## src/rtl/bch_check_encoder.sv

```systemverilog
module bch_check_encoder #(
  parameter int DATA_W = 16,
  parameter int CHK_W = 10,
  parameter logic [CHK_W:0] GEN_POLY = 11'h769,
  parameter bit OUT_REG = 1'b1
) (
  input  logic                      clk,
  input  logic                      rst_n,
  input  logic [DATA_W-1:0]         data_in,
  output logic [DATA_W+CHK_W-1:0]   code_out
);
  localparam int CW_W = DATA_W + CHK_W;

  function automatic logic [DATA_W-1:0][CHK_W-1:0] build_rows();
    logic [DATA_W-1:0][CHK_W-1:0] rows;
    logic [CHK_W-1:0] rem;
    logic [CHK_W:0] nxt;
    rem = GEN_POLY[CHK_W-1:0];
    for (int i = 0; i < DATA_W; i++) begin
      rows[i] = rem;
      nxt = {rem, 1'b0};
      if (nxt[CHK_W]) nxt = nxt ^ GEN_POLY;
      rem = nxt[CHK_W-1:0];
    end
    return rows;
  endfunction

  localparam logic [DATA_W-1:0][CHK_W-1:0] ROWS = build_rows();

  function automatic logic [DATA_W-1:0] column(int j);
    logic [DATA_W-1:0] m;
    for (int i = 0; i < DATA_W; i++) m[i] = ROWS[i][j];
    return m;
  endfunction

  logic [CHK_W-1:0] chk;
  logic [CW_W-1:0]  cw;

  for (genvar j = 0; j < CHK_W; j++) begin : g_tree
    localparam logic [DATA_W-1:0] MASK = column(j);
    assign chk[j] = ^(data_in & MASK);
  end

  assign cw = {data_in, chk};

  if (OUT_REG) begin : g_reg
    always_ff @(posedge clk or negedge rst_n)
      if (!rst_n) code_out <= '0;
      else        code_out <= cw;
  end else begin : g_comb
    assign code_out = cw;
  end
endmodule


```

## config.mk

```make
export PLATFORM = sky130hd
export DESIGN_NAME = bch_check_encoder
export DESIGN_NICKNAME = d
export VERILOG_FILES = /design/src/rtl/bch_check_encoder.sv
export SDC_FILE = /design/constraint.sdc
export NUM_CORES = 1
export LEC_CHECK = 0
export BUFFER_PORTS_ARGS = -buffer_cell sky130_fd_sc_hd__buf_2
export CAP_MARGIN = 20
export CORE_ASPECT_RATIO = 1.1
export CORE_UTILIZATION = 42
export CTS_CLUSTER_DIAMETER = 100
export CTS_CLUSTER_SIZE = 24
export DETAILED_ROUTE_END_ITERATION = 8
export PLACE_DENSITY = 0.79
export SKIP_CTS_REPAIR_TIMING = 1
export SLEW_MARGIN = 0
export SYNTH_ARGS = -nofsm -noshare
export SYNTH_HDL_FRONTEND = slang
export SYNTH_SLANG_ARGS = --single-unit
```

## constraint.sdc

```tcl
create_clock -name clk -period 0.8 [get_ports clk]
set_input_delay 0.04 -clock clk [delete_from_list [all_inputs] [get_ports clk]]
set_output_delay 0.04 -clock clk [all_outputs]
set_load 0.03 [all_outputs]
```

==> results of run 1 <==
-- Yosys cell counts --
library cell | n | share of area (%)
sky130_fd_sc_hd__buf_2 | 1 | 0.45
sky130_fd_sc_hd__dfrtp_1 | 26 | 58
sky130_fd_sc_hd__xnor2_1 | 23 | 18
sky130_fd_sc_hd__xnor3_1 | 8 | 16
sky130_fd_sc_hd__xor2_1 | 6 | 4.7
sky130_fd_sc_hd__xor3_1 | 1 | 2.1
-- metal layers --
metal / share of wire [%] / GRT usage, % / vias to the layer above
met3: 4.1 / 2.73 / 7
met2: 56 / 31.2 / 31
met5: 0 / 0 / -
li1: - / - / 367
met4: 2.7 / 4.76 / 0
met1: 37 / 19.6 / 408
-- cells by family after synthesis --
kind of cell / synth area share [%]
xor+xnor: 41.1
buf+inv: 0.449
flops: 58.4
-- final cells by class --
| type | instances | area (um^2) |
|---|---|---|
| Sequential cell | 26 | 651 |
| Timing Repair Buffer | 81 | 763 |
| Multi-Input combinational cell | 38 | 624 |
| Clock buffer | 4 | 36.3 |
| Fill cell | 119 | 383 |
| Tap cell | 31 | 38.8 |
-- worst max-delay path by stage --
| stage | start | endpoint | cells after the start |
|---|---|---|---|
| 2_1_floorplan | data_in[8] | code_out[6]$_DFF_PN0_ | 3 |
| 3_3_place_gp | data_in[1] | code_out[7]$_DFF_PN0_ | 4 |
| 3_5_place_dp | data_in[1] | code_out[7]$_DFF_PN0_ | 4 |
| 4_1_cts | code_out[21]$_DFF_PN0_ | code_out[21] | 1 |
| 5_1_grt | code_out[5]$_DFF_PN0_ | code_out[5] | 1 |
| 6_report | code_out[2]$_DFF_PN0_ | code_out[2] | 1 |
-- where the power goes --
part	internal (mW)	switching, mW	total, mW
combinational	1.27	1.16	2.43
clock	0.279	0.402	0.681
sequential	1.59	0.137	1.73
total	3.13	1.70	4.83
==> metrics.log, run 1 <==
[metrics] post-synthesis sequential area ratio: 58.4%
[metrics] critical path arrival: 0.89 ns
[metrics] worst relative slew slack: 61.9%
[metrics] first-pass detailed-route iteration total: 3
[metrics] most common library cell in the layout ignoring fill and taps: sky130_fd_sc_hd__buf_6
[metrics] maximum operating frequency: 1.08 GHz
[metrics] Diodes inserted: 0
[metrics] total placed instance area: 0.00158 mm^2
[metrics] Antenna Violating Nets Remaining: 0
[metrics] standard-cell row count: 19
[metrics] Residual DRC: 0
[metrics] layout overhead on the synthesized area: 89.8%
[metrics] Hold Crit Start: data_in[12]
[metrics] final instance area: 0.00211 mm^2
[metrics] setup repair after global routing missed its margin: true
[metrics] run status: finished, violations left
[metrics] total of max-cap violations: 0
[metrics] largest reg by FF count: code_out
[metrics] required time of the critical path: 0.76 ns
[metrics] Peak supply drop: 0.00198 V
[metrics] GRT Overall Usage: 16.9%
[metrics] Setup CP Type: reg2out
[metrics] register bit count reported by yosys: 26
[metrics] Max stage delay cell, worst path: sky130_fd_sc_hd__dfrtp_1
[metrics] die height: 56.0 um
[metrics] largest fanout on the critical path: 1
[metrics] Iter 0 DRT Violations: 4
[metrics] synthesized area per cell: 17.1 um^2
[metrics] crit-path cells: buf_6
[metrics] Final Hold Fails: 0
[metrics] HPWL after DPL: 1.74 mm
[metrics] final wirelength: 2.98 mm
[metrics] final instance count without filler cells: 180
[metrics] top library cells by usage in the layout, fill and taps aside: sky130_fd_sc_hd__buf_6 (28), sky130_fd_sc_hd__dfrtp_1 (26), sky130_fd_sc_hd__buf_4 (21)
[metrics] # IOs: 44
[metrics] Crit path buffers/inverters: 1
[metrics] final slew viol count: 0
[metrics] Bufs on Longest Clock Path: 2
[metrics] overall power: 4.83 mW
[metrics] worst min-delay path category: in2reg
[metrics] Die Wd: 51.1 um
[metrics] largest registers ranked by flip-flop count: code_out x26
[metrics] Leakage: 1.04 nW
[metrics] tightest hold margin: 0.0389 ns
[metrics] transition time at the pin with the least slew margin: 0.571 ns
[metrics] pin count of the biggest net entering global routing: 27
[metrics] Die Footprint: 0.00286 mm^2
[metrics] vias after detailed routing: 813
[metrics] starting density of the core: 44.6%
[metrics] minimum period implied by the final worst setup slack: 0.926 ns
[metrics] fraction of layout cells with a size suffix above 1: 57.7%
[metrics] endpoint type of the worst setup path: output port
[metrics] number of cells on the worst hold path: 2
[metrics] H-tree levels: 1
[metrics] CP startpoint kind: flip-flop
[metrics] unique cell type count in the Yosys netlist: 6
[metrics] via count of the first global-routing pass: 743
[metrics] final count of negative-setup-slack endpoints: 28
[metrics] Final Core Density: 84.7%
[metrics] area of the mapped netlist: 0.00111 mm^2
[metrics] TNS Setup: -2.88 ns
[metrics] standard cell core area: 0.00250 mm^2
[metrics] Ys Warns: 0
[metrics] failing checks: negative setup slack
[metrics] root cell of the clock tree: sky130_fd_sc_hd__clkbuf_4
[metrics] final clock period utilization by the worst path: 116%
[metrics] number of vias per cell after detailed routing: 4.52
[metrics] setup slack after layout: -0.126 ns
[metrics] instance count of the mapped netlist: 65
[metrics] flip-flop count of the largest register, all copies and words added: 26
[metrics] Worst Hold Endpoint: code_out[22]$_DFF_PN0_
[metrics] Final nets: 168
[metrics] syn_nets: 83
[metrics] power density over the cells: 2290 mW/mm^2
[metrics] CP delay by family, top: flip-flops
[metrics] remaining global-route overflow: 0
[metrics] clock sinks: 26
[metrics] Placer Congestion: 0.767
[metrics] number of antenna violations at the first check in global routing: 0
[metrics] PortBufs: 43
[metrics] clock buffer count from CTS: 3
[metrics] global-route wire length before repair: 3.46 mm
[metrics] clock-pin slew on the worst setup and hold paths: 0.14 ns
[metrics] highest cell delay on the worst timing path: 0.41 ns
[metrics] number of placed cells counting well taps: 156
[metrics] Worst Setup Slack post-DPL: -0.419 ns
[metrics] Routed WL per cell: 16.5 um
[metrics] TritonCTS clock tree: yes
Power figures use the tool's default switching activity.
==> run 2, diff against run 1 <==
ABC_AREA = 1   (was unset)
CORE_UTILIZATION = 47   (was 42)
PLACE_DENSITY = 0.81   (was 0.79)
==> metrics.log, run 2 <==
[metrics] run status: finished, violations left
[metrics] failing checks: design-rule violations, negative setup slack
[metrics] HPWL after DPL: 2.83 mm (+63%)
[metrics] clock buffer count from CTS: 3 (unchanged)
[metrics] Leakage: 1.40 nW (+35%)
[metrics] largest reg by FF count: code_out
[metrics] final wirelength: 4.06 mm (+36%)
[metrics] standard cell core area: 0.00333 mm^2 (+33%)
[metrics] largest fanout on the critical path: 1 (unchanged)
[metrics] flip-flop count of the largest register, all copies and words added: 26 (unchanged)
[metrics] highest cell delay on the worst timing path: 0.42 ns (about the same)
[metrics] Met2 Wirelength: 2.12 mm (+27%)
[metrics] worst min-delay path category: in2reg
[metrics] root cell of the clock tree: sky130_fd_sc_hd__clkbuf_4
[metrics] Post-synth EDFFs: 0 (unchanged)
[metrics] Bufs on Longest Clock Path: 2 (unchanged)
[metrics] Final nets: 352 (+110%)
[metrics] proportion of netlist area held by the largest area contributor: 39.6% (-19 points)
[metrics] syn_nets: 280 (+240%)
[metrics] overall power: 3.63 mW (-25%)
[metrics] Iter 0 DRT Violations: 85 (+81)
[metrics] Die Footprint: 0.00374 mm^2 (+31%)
[metrics] number of vias per cell after detailed routing: 4.82 (+6.8%)
[metrics] Residual DRC: 2 (+2)
[metrics] instance count of the mapped netlist: 262 (+300%)
[metrics] unique cell type count in the Yosys netlist: 15 (+9)
[metrics] layout overhead on the synthesized area: 41.7%
[metrics] Antenna Violating Nets Remaining: 0 (unchanged)
[metrics] PortBufs: 43 (unchanged)
[metrics] Ys Warns: 0 (unchanged)
[metrics] highest routed layer: met4
[metrics] clock network fraction of total power: 15.7% (+1.6 points)
[metrics] Max stage delay cell, worst path: sky130_fd_sc_hd__dfrtp_1
[metrics] Met1 Routed Length: 1.67 mm (+51%)
[metrics] dominant cell type by area after synthesis: sky130_fd_sc_hd__dfrtp_1
[metrics] number of cells on the worst hold path: 2 (unchanged)
[metrics] standard-cell row count: 22 (+3)
[metrics] remaining global-route overflow: 0 (unchanged)
[metrics] starting density of the core: 49.3% (+4.7 points)
[metrics] share of total power consumed by net switching: 37.9% (+2.7 points)
[metrics] # IOs: 44 (unchanged)
[metrics] minimum period implied by the final worst setup slack: 0.927 ns (+0.000562 ns)
[metrics] setup slack after layout: -0.127 ns (-0.000562 ns)
[metrics] number of placed cells counting well taps: 362 (+130%)
[metrics] CP startpoint kind: flip-flop
[metrics] TNS Setup: -2.70 ns (+0.184 ns)
[metrics] Placer Congestion: 0.859 (+12%)
[metrics] critical path endpoint: code_out[17]
[metrics] clock-pin slew on the worst setup and hold paths: 0.15 ns (about the same)
[metrics] setup repair after global routing missed its margin: true
[metrics] H-tree levels: 1 (unchanged)
[metrics] critical path arrival: 0.89 ns (about the same)
[metrics] amount of wire on met3 after detailed routing: 172 um (+40%)
[metrics] final slew viol count: 0 (unchanged)
[metrics] most repeated cell in the gate-level netlist after synthesis: sky130_fd_sc_hd__nand2_1
[metrics] required time of the critical path: 0.76 ns (about the same)
[metrics] register bit count reported by yosys: 26 (unchanged)
[metrics] crit-path cells: buf_6
[metrics] Combinational Power Share: 42.3% (-7.9 points)
[metrics] final instance count without filler cells: 380 (+110%)
[metrics] post-synthesis sequential area ratio: 39.6% (-19 points)
[metrics] TritonCTS clock tree: yes
[metrics] maximum operating frequency: 1.08 GHz (about the same)
[metrics] vias after detailed routing: 1833 (+130%)
[metrics] top cell types by occurrence after synthesis: sky130_fd_sc_hd__nand2_1 (156), sky130_fd_sc_hd__inv_1 (29), sky130_fd_sc_hd__dfrtp_1 (26)
[metrics] top library cells by usage in the layout, fill and taps aside: sky130_fd_sc_hd__nand2_1 (155), sky130_fd_sc_hd__inv_1 (29), sky130_fd_sc_hd__dfrtp_1 (26), sky130_fd_sc_hd__buf_6 (26), sky130_fd_sc_hd__nand3_1 (18)
[metrics] endpoint type of the worst setup path: output port
[metrics] main area contributors after synthesis: sky130_fd_sc_hd__dfrtp_1 (40%), sky130_fd_sc_hd__nand2_1 (36%), sky130_fd_sc_hd__inv_1 (6.6%)
[metrics] via count of the first global-routing pass: 1372 (+85%)
[metrics] final clock period utilization by the worst path: 116% (about the same)
[metrics] Die Wd: 58.4 um (+14%)
[metrics] Diodes inserted: 0 (unchanged)
[metrics] Setup CP Type: reg2out
[metrics] final count of negative-setup-slack endpoints: 26 (-7.1%)
[metrics] global-route wire length before repair: 5.69 mm (+64%)
[metrics] synthesized area per cell: 6.27 um^2 (-63%)
[metrics] area of the mapped netlist: 0.00164 mm^2 (+48%)
[metrics] Crit path buffers/inverters: 1 (unchanged)
[metrics] relative contribution of sequential cells to total power: 42.0% (+6.3 points)
[metrics] clock sinks: 26 (unchanged)
[metrics] power density over the cells: 1560 mW/mm^2 (-32%)
[metrics] worst relative slew slack: 77.6% (+16 points)
[metrics] Routed WL per cell: 10.7 um (-35%)
[metrics] launch point of the critical path: code_out[17]$_DFF_PN0_
[metrics] prevailing post-synth register cell: sky130_fd_sc_hd__dfrtp_1
[metrics] transition time at the pin with the least slew margin: 0.335 ns (-0.235 ns)
[metrics] total of max-cap violations: 0 (unchanged)
[metrics] CP delay by family, top: flip-flops
[metrics] first-pass detailed-route iteration total: 6 (+3)
[metrics] Peak supply drop: 0.000666 V (-66%)
[metrics] Switch Pwr: 1.38 mW (-19%)
[metrics] P_int: 2.26 mW (-28%)
[metrics] most common library cell in the layout ignoring fill and taps: sky130_fd_sc_hd__nand2_1
[metrics] GRT Overall Usage: 19.8% (+2.9 points)
[metrics] async set-reset flop share out of synthesis: 100% (unchanged)
[metrics] Final Hold Fails: 0 (unchanged)
[metrics] largest registers ranked by flip-flop count: code_out x26
[metrics] instance count on the critical path: 1 (unchanged)
[metrics] pin count of the biggest net entering global routing: 27 (unchanged)
[metrics] number of antenna violations at the first check in global routing: 0 (unchanged)
[metrics] fraction of layout cells with a size suffix above 1: 20.5% (-37 points)
[metrics] die height: 64.0 um (+14%)
## run 2: changes by cell type in the layout (fill, tap and decap cells not counted), moves of 5 or more
cell	previous run	this run
sky130_fd_sc_hd__nand3_1	0	18
sky130_fd_sc_hd__buf_2	12	17
sky130_fd_sc_hd__buf_4	21	12
sky130_fd_sc_hd__nand2_2	0	6
sky130_fd_sc_hd__xnor2_2	10	1
sky130_fd_sc_hd__xnor2_1	10	5
sky130_fd_sc_hd__xnor3_1	8	0
sky130_fd_sc_hd__nor2_1	0	9
sky130_fd_sc_hd__nand2_1	0	155
sky130_fd_sc_hd__inv_1	0	29
## run 2: stage by stage
stage	util [%]	hold WS [ns]	setup slack [ns]	cell area (um^2)
3_5_place_dp	59.8	0.0469	-0.194	1990
2_1_floorplan	-	-0.256	0.00310	1650
6_report	69.9	0.0292	-0.127	2330
5_1_grt	69.9	0.0146	-0.150	2330
3_3_place_gp	59.8	0.0440	-0.164	1990
4_1_cts	60.5	-0.309	-0.160	2020
## run 2: layout make-up
class | instances | area, um^2
sequential | 26 | 651
timing repair buffer | 70 | 618
fill | 257 | 1000
clock buffer | 3 | 22.5
tap | 48 | 60.1
inverter | 32 | 120
multi-input combinational | 201 | 857
## run 2: worst min-delay path by stage
stage	start	to	slack [ns]
global route	data_in[12]	code_out[22]$_DFF_PN0_	0.01
global placement	rst_n	code_out[17]$_DFF_PN0_	0.04
floorplan	rst_n	code_out[0]$_DFF_PN0_	-0.26
CTS	rst_n	code_out[23]$_DFF_PN0_	-0.31
detailed placement	rst_n	code_out[17]$_DFF_PN0_	0.05
finish	data_in[12]	code_out[22]$_DFF_PN0_	0.03
## run 2: cells by family after synthesis
kind of cell | count (synthesis) | synth area share (%)
flip-flops | 26 | 39.6
XOR/XNOR | 9 | 5.26
AND/OR/NAND/NOR | 191 | 46.5
buffers and inverters | 35 | 8.38
AO/OA/AOI/OAI | 1 | 0.304
## run 2: power groups by stage
stage | logic, mW | registers [mW] | clock network [mW]
detailed placement | 1.29 | 1.51 | 0
floorplan | 0.571 | 1.83 | 0
finish | 1.54 | 1.53 | 0.570
global route | 1.67 | 1.54 | 0.630
global placement | 1.26 | 1.51 | 0
CTS | 1.29 | 1.49 | 0.575
## run 2: layer usage
| metal | up-vias | track usage (%) |
|---|---|---|
| met5 | - | 0 |
| met4 | 0 | 5.36 |
| met3 | 9 | 2.63 |
| met2 | 58 | 33.5 |
| met1 | 844 | 26.2 |
| li1 | 922 | - |
==> run 3, diff against run 2 <==
CORE_UTILIZATION = 52   (was 47)
PLACE_DENSITY = 0.85   (was 0.81)
clock period = 0.9 ns   (was 0.8 ns; I/O delays follow)
==> metrics.log, run 3 (synthesized netlist as in run 2, its figures left out) <==
[metrics] clock buffer count from CTS: 3 (unchanged)
[metrics] failing checks: negative setup slack
[metrics] Routed WL per cell: 11.8 um (+11%)
[metrics] Die Wd: 55.6 um (-4.8%)
[metrics] final wirelength: 4.33 mm (+6.6%)
[metrics] clock-pin slew on the worst setup and hold paths: 0.15 ns (about the same)
[metrics] final slew viol count: 0 (unchanged)
[metrics] Final nets: 351 (-0.28%)
[metrics] die height: 61.0 um (-4.8%)
[metrics] number of antenna violations at the first check in global routing: 0 (unchanged)
[metrics] critical path arrival: 0.91 ns (+0.02 ns)
[metrics] worst min-delay path category: in2reg
[metrics] transition time at the pin with the least slew margin: 0.326 ns (-0.00922 ns)
[metrics] final count of negative-setup-slack endpoints: 25 (-3.8%)
[metrics] layout overhead on the synthesized area: 41.9%
[metrics] Crit path buffers/inverters: 1 (unchanged)
[metrics] largest fanout on the critical path: 1 (unchanged)
[metrics] minimum period implied by the final worst setup slack: 0.954 ns
[metrics] TritonCTS clock tree: yes
[metrics] top library cells by usage in the layout, fill and taps aside: sky130_fd_sc_hd__nand2_1 (156), sky130_fd_sc_hd__inv_1 (29), sky130_fd_sc_hd__dfrtp_1 (26), sky130_fd_sc_hd__buf_6 (26), sky130_fd_sc_hd__nand3_1 (18)
[metrics] flip-flop count of the largest register, all copies and words added: 26 (unchanged)
[metrics] remaining global-route overflow: 0 (unchanged)
[metrics] standard-cell row count: 21 (-4.5%)
[metrics] power density over the cells: 1520 mW/mm^2 (-2.7%)
[metrics] CP delay by family, top: flip-flops
[metrics] grt met1 use: 27.0% (+0.81 points)
[metrics] standard cell core area: 0.00302 mm^2 (-9.3%)
[metrics] required time of the critical path: 0.85 ns (+0.09 ns)
[metrics] Diodes inserted: 0 (unchanged)
[metrics] worst relative slew slack: 78.1% (+0.46 points)
[metrics] number of vias per cell after detailed routing: 4.98 (+3.3%)
[metrics] Max stage delay cell, worst path: sky130_fd_sc_hd__dfrtp_1
[metrics] Leakage: 1.41 nW (+0.64%)
[metrics] starting density of the core: 54.4% (+5.0 points)
[metrics] Residual DRC: 0 (-2)
[metrics] via count of the first global-routing pass: 1441 (+5.0%)
[metrics] crit-path cells: buf_6
[metrics] Iter 0 DRT Violations: 96 (+13%)
[metrics] GRT Max-Usage Layer: met2
[metrics] maximum operating frequency: 1.05 GHz
[metrics] first-pass detailed-route iteration total: 4 (-2)
[metrics] largest registers ranked by flip-flop count: code_out x26
[metrics] highest cell delay on the worst timing path: 0.43 ns (about the same)
[metrics] fraction of layout cells with a size suffix above 1: 20.2% (-0.30 points)
[metrics] final instance count without filler cells: 366 (-3.7%)
[metrics] setup slack after layout: -0.0540 ns (+0.0730 ns)
[metrics] met3 track utilization from global routing: 2.99% (+0.35 points)
[metrics] Placer Congestion: 0.819 (-4.6%)
[metrics] Final Hold Fails: 0 (unchanged)
[metrics] largest reg by FF count: code_out
[metrics] pin count of the biggest net entering global routing: 27 (unchanged)
[metrics] Bufs on Longest Clock Path: 2 (unchanged)
[metrics] Antenna Violating Nets Remaining: 0 (unchanged)
[metrics] Die Footprint: 0.00339 mm^2 (-9.3%)
[metrics] endpoint type of the worst setup path: output port
[metrics] H-tree levels: 1 (unchanged)
[metrics] root cell of the clock tree: sky130_fd_sc_hd__clkbuf_4
[metrics] setup repair after global routing missed its margin: true
[metrics] final clock period utilization by the worst path: 106%
[metrics] vias after detailed routing: 1823 (-0.55%)
[metrics] Setup CP Type: reg2out
[metrics] # IOs: 44 (unchanged)
[metrics] global-route met2 utilization: 39.1% (+5.6 points)
[metrics] PortBufs: 43 (unchanged)
[metrics] number of placed cells counting well taps: 347 (-4.1%)
[metrics] global-route wire length before repair: 5.79 mm (+1.8%)
[metrics] GRT Overall Usage: 22.0% (+2.2 points)
[metrics] TNS Setup: -0.558 ns (+2.14 ns)
[metrics] CP startpoint kind: flip-flop
[metrics] HPWL after DPL: 2.80 mm (-1.3%)
[metrics] run status: finished, violations left
[metrics] total of max-cap violations: 0 (unchanged)
[metrics] Peak supply drop: 0.00130 V (+96%)
[metrics] most common library cell in the layout ignoring fill and taps: sky130_fd_sc_hd__nand2_1
[metrics] clock sinks: 26 (unchanged)
[run 3: where the power goes]
| part | leakage (nW) | switching [mW] | internal (mW) |
|---|---|---|---|
| registers | 0.306 | 0.0662 | 1.30 |
| logic | 1.08 | 0.814 | 0.551 |
| clock network | 0.0279 | 0.360 | 0.451 |
| total | 1.41 | 1.24 | 2.30 |
[run 3: worst paths after layout]
path,from,to,slack (ns),cells after the start
max in group asynchronous,rst_n,code_out[20]$_DFF_PN0_,0.43,3
min in group asynchronous,rst_n,code_out[10]$_DFF_PN0_,0.21,3
min,data_in[12],code_out[22]$_DFF_PN0_,0.02,2
max,code_out[2]$_DFF_PN0_,code_out[2],-0.05,1
[run 3: routing by layer]
metal	part of all wire, %	up-vias
met3	5.2	11
met4	2.5	0
met5	0	-
met1	38	828
li1	-	918
met2	54	66
[run 3: through the flow]
step / setup slack (ns) / power [mW] / util [%] / area [um^2] / hold slack, ns
2_1_floorplan: 0.0916 / 2.13 / - / 1640 / -0.251
3_3_place_gp: -0.0489 / 2.46 / 65.1 / 1970 / 0.0479
3_5_place_dp: -0.0854 / 2.49 / 65.1 / 1970 / 0.0531
4_1_cts: -0.0850 / 3.30 / 66.8 / 2020 / -0.338
5_1_grt: -0.0845 / 3.75 / 77.1 / 2330 / 0.0110
6_report: -0.0540 / 3.54 / 77.1 / 2330 / 0.0244
[run 3: cell type report]
cell class | instances | area, um^2
inverter | 32 | 120
timing repair buffer | 69 | 611
clock inverter | 1 | 30.0
tap | 34 | 42.5
fill | 220 | 691
multi-input combinational | 201 | 855
clock buffer | 3 | 22.5
sequential | 26 | 651
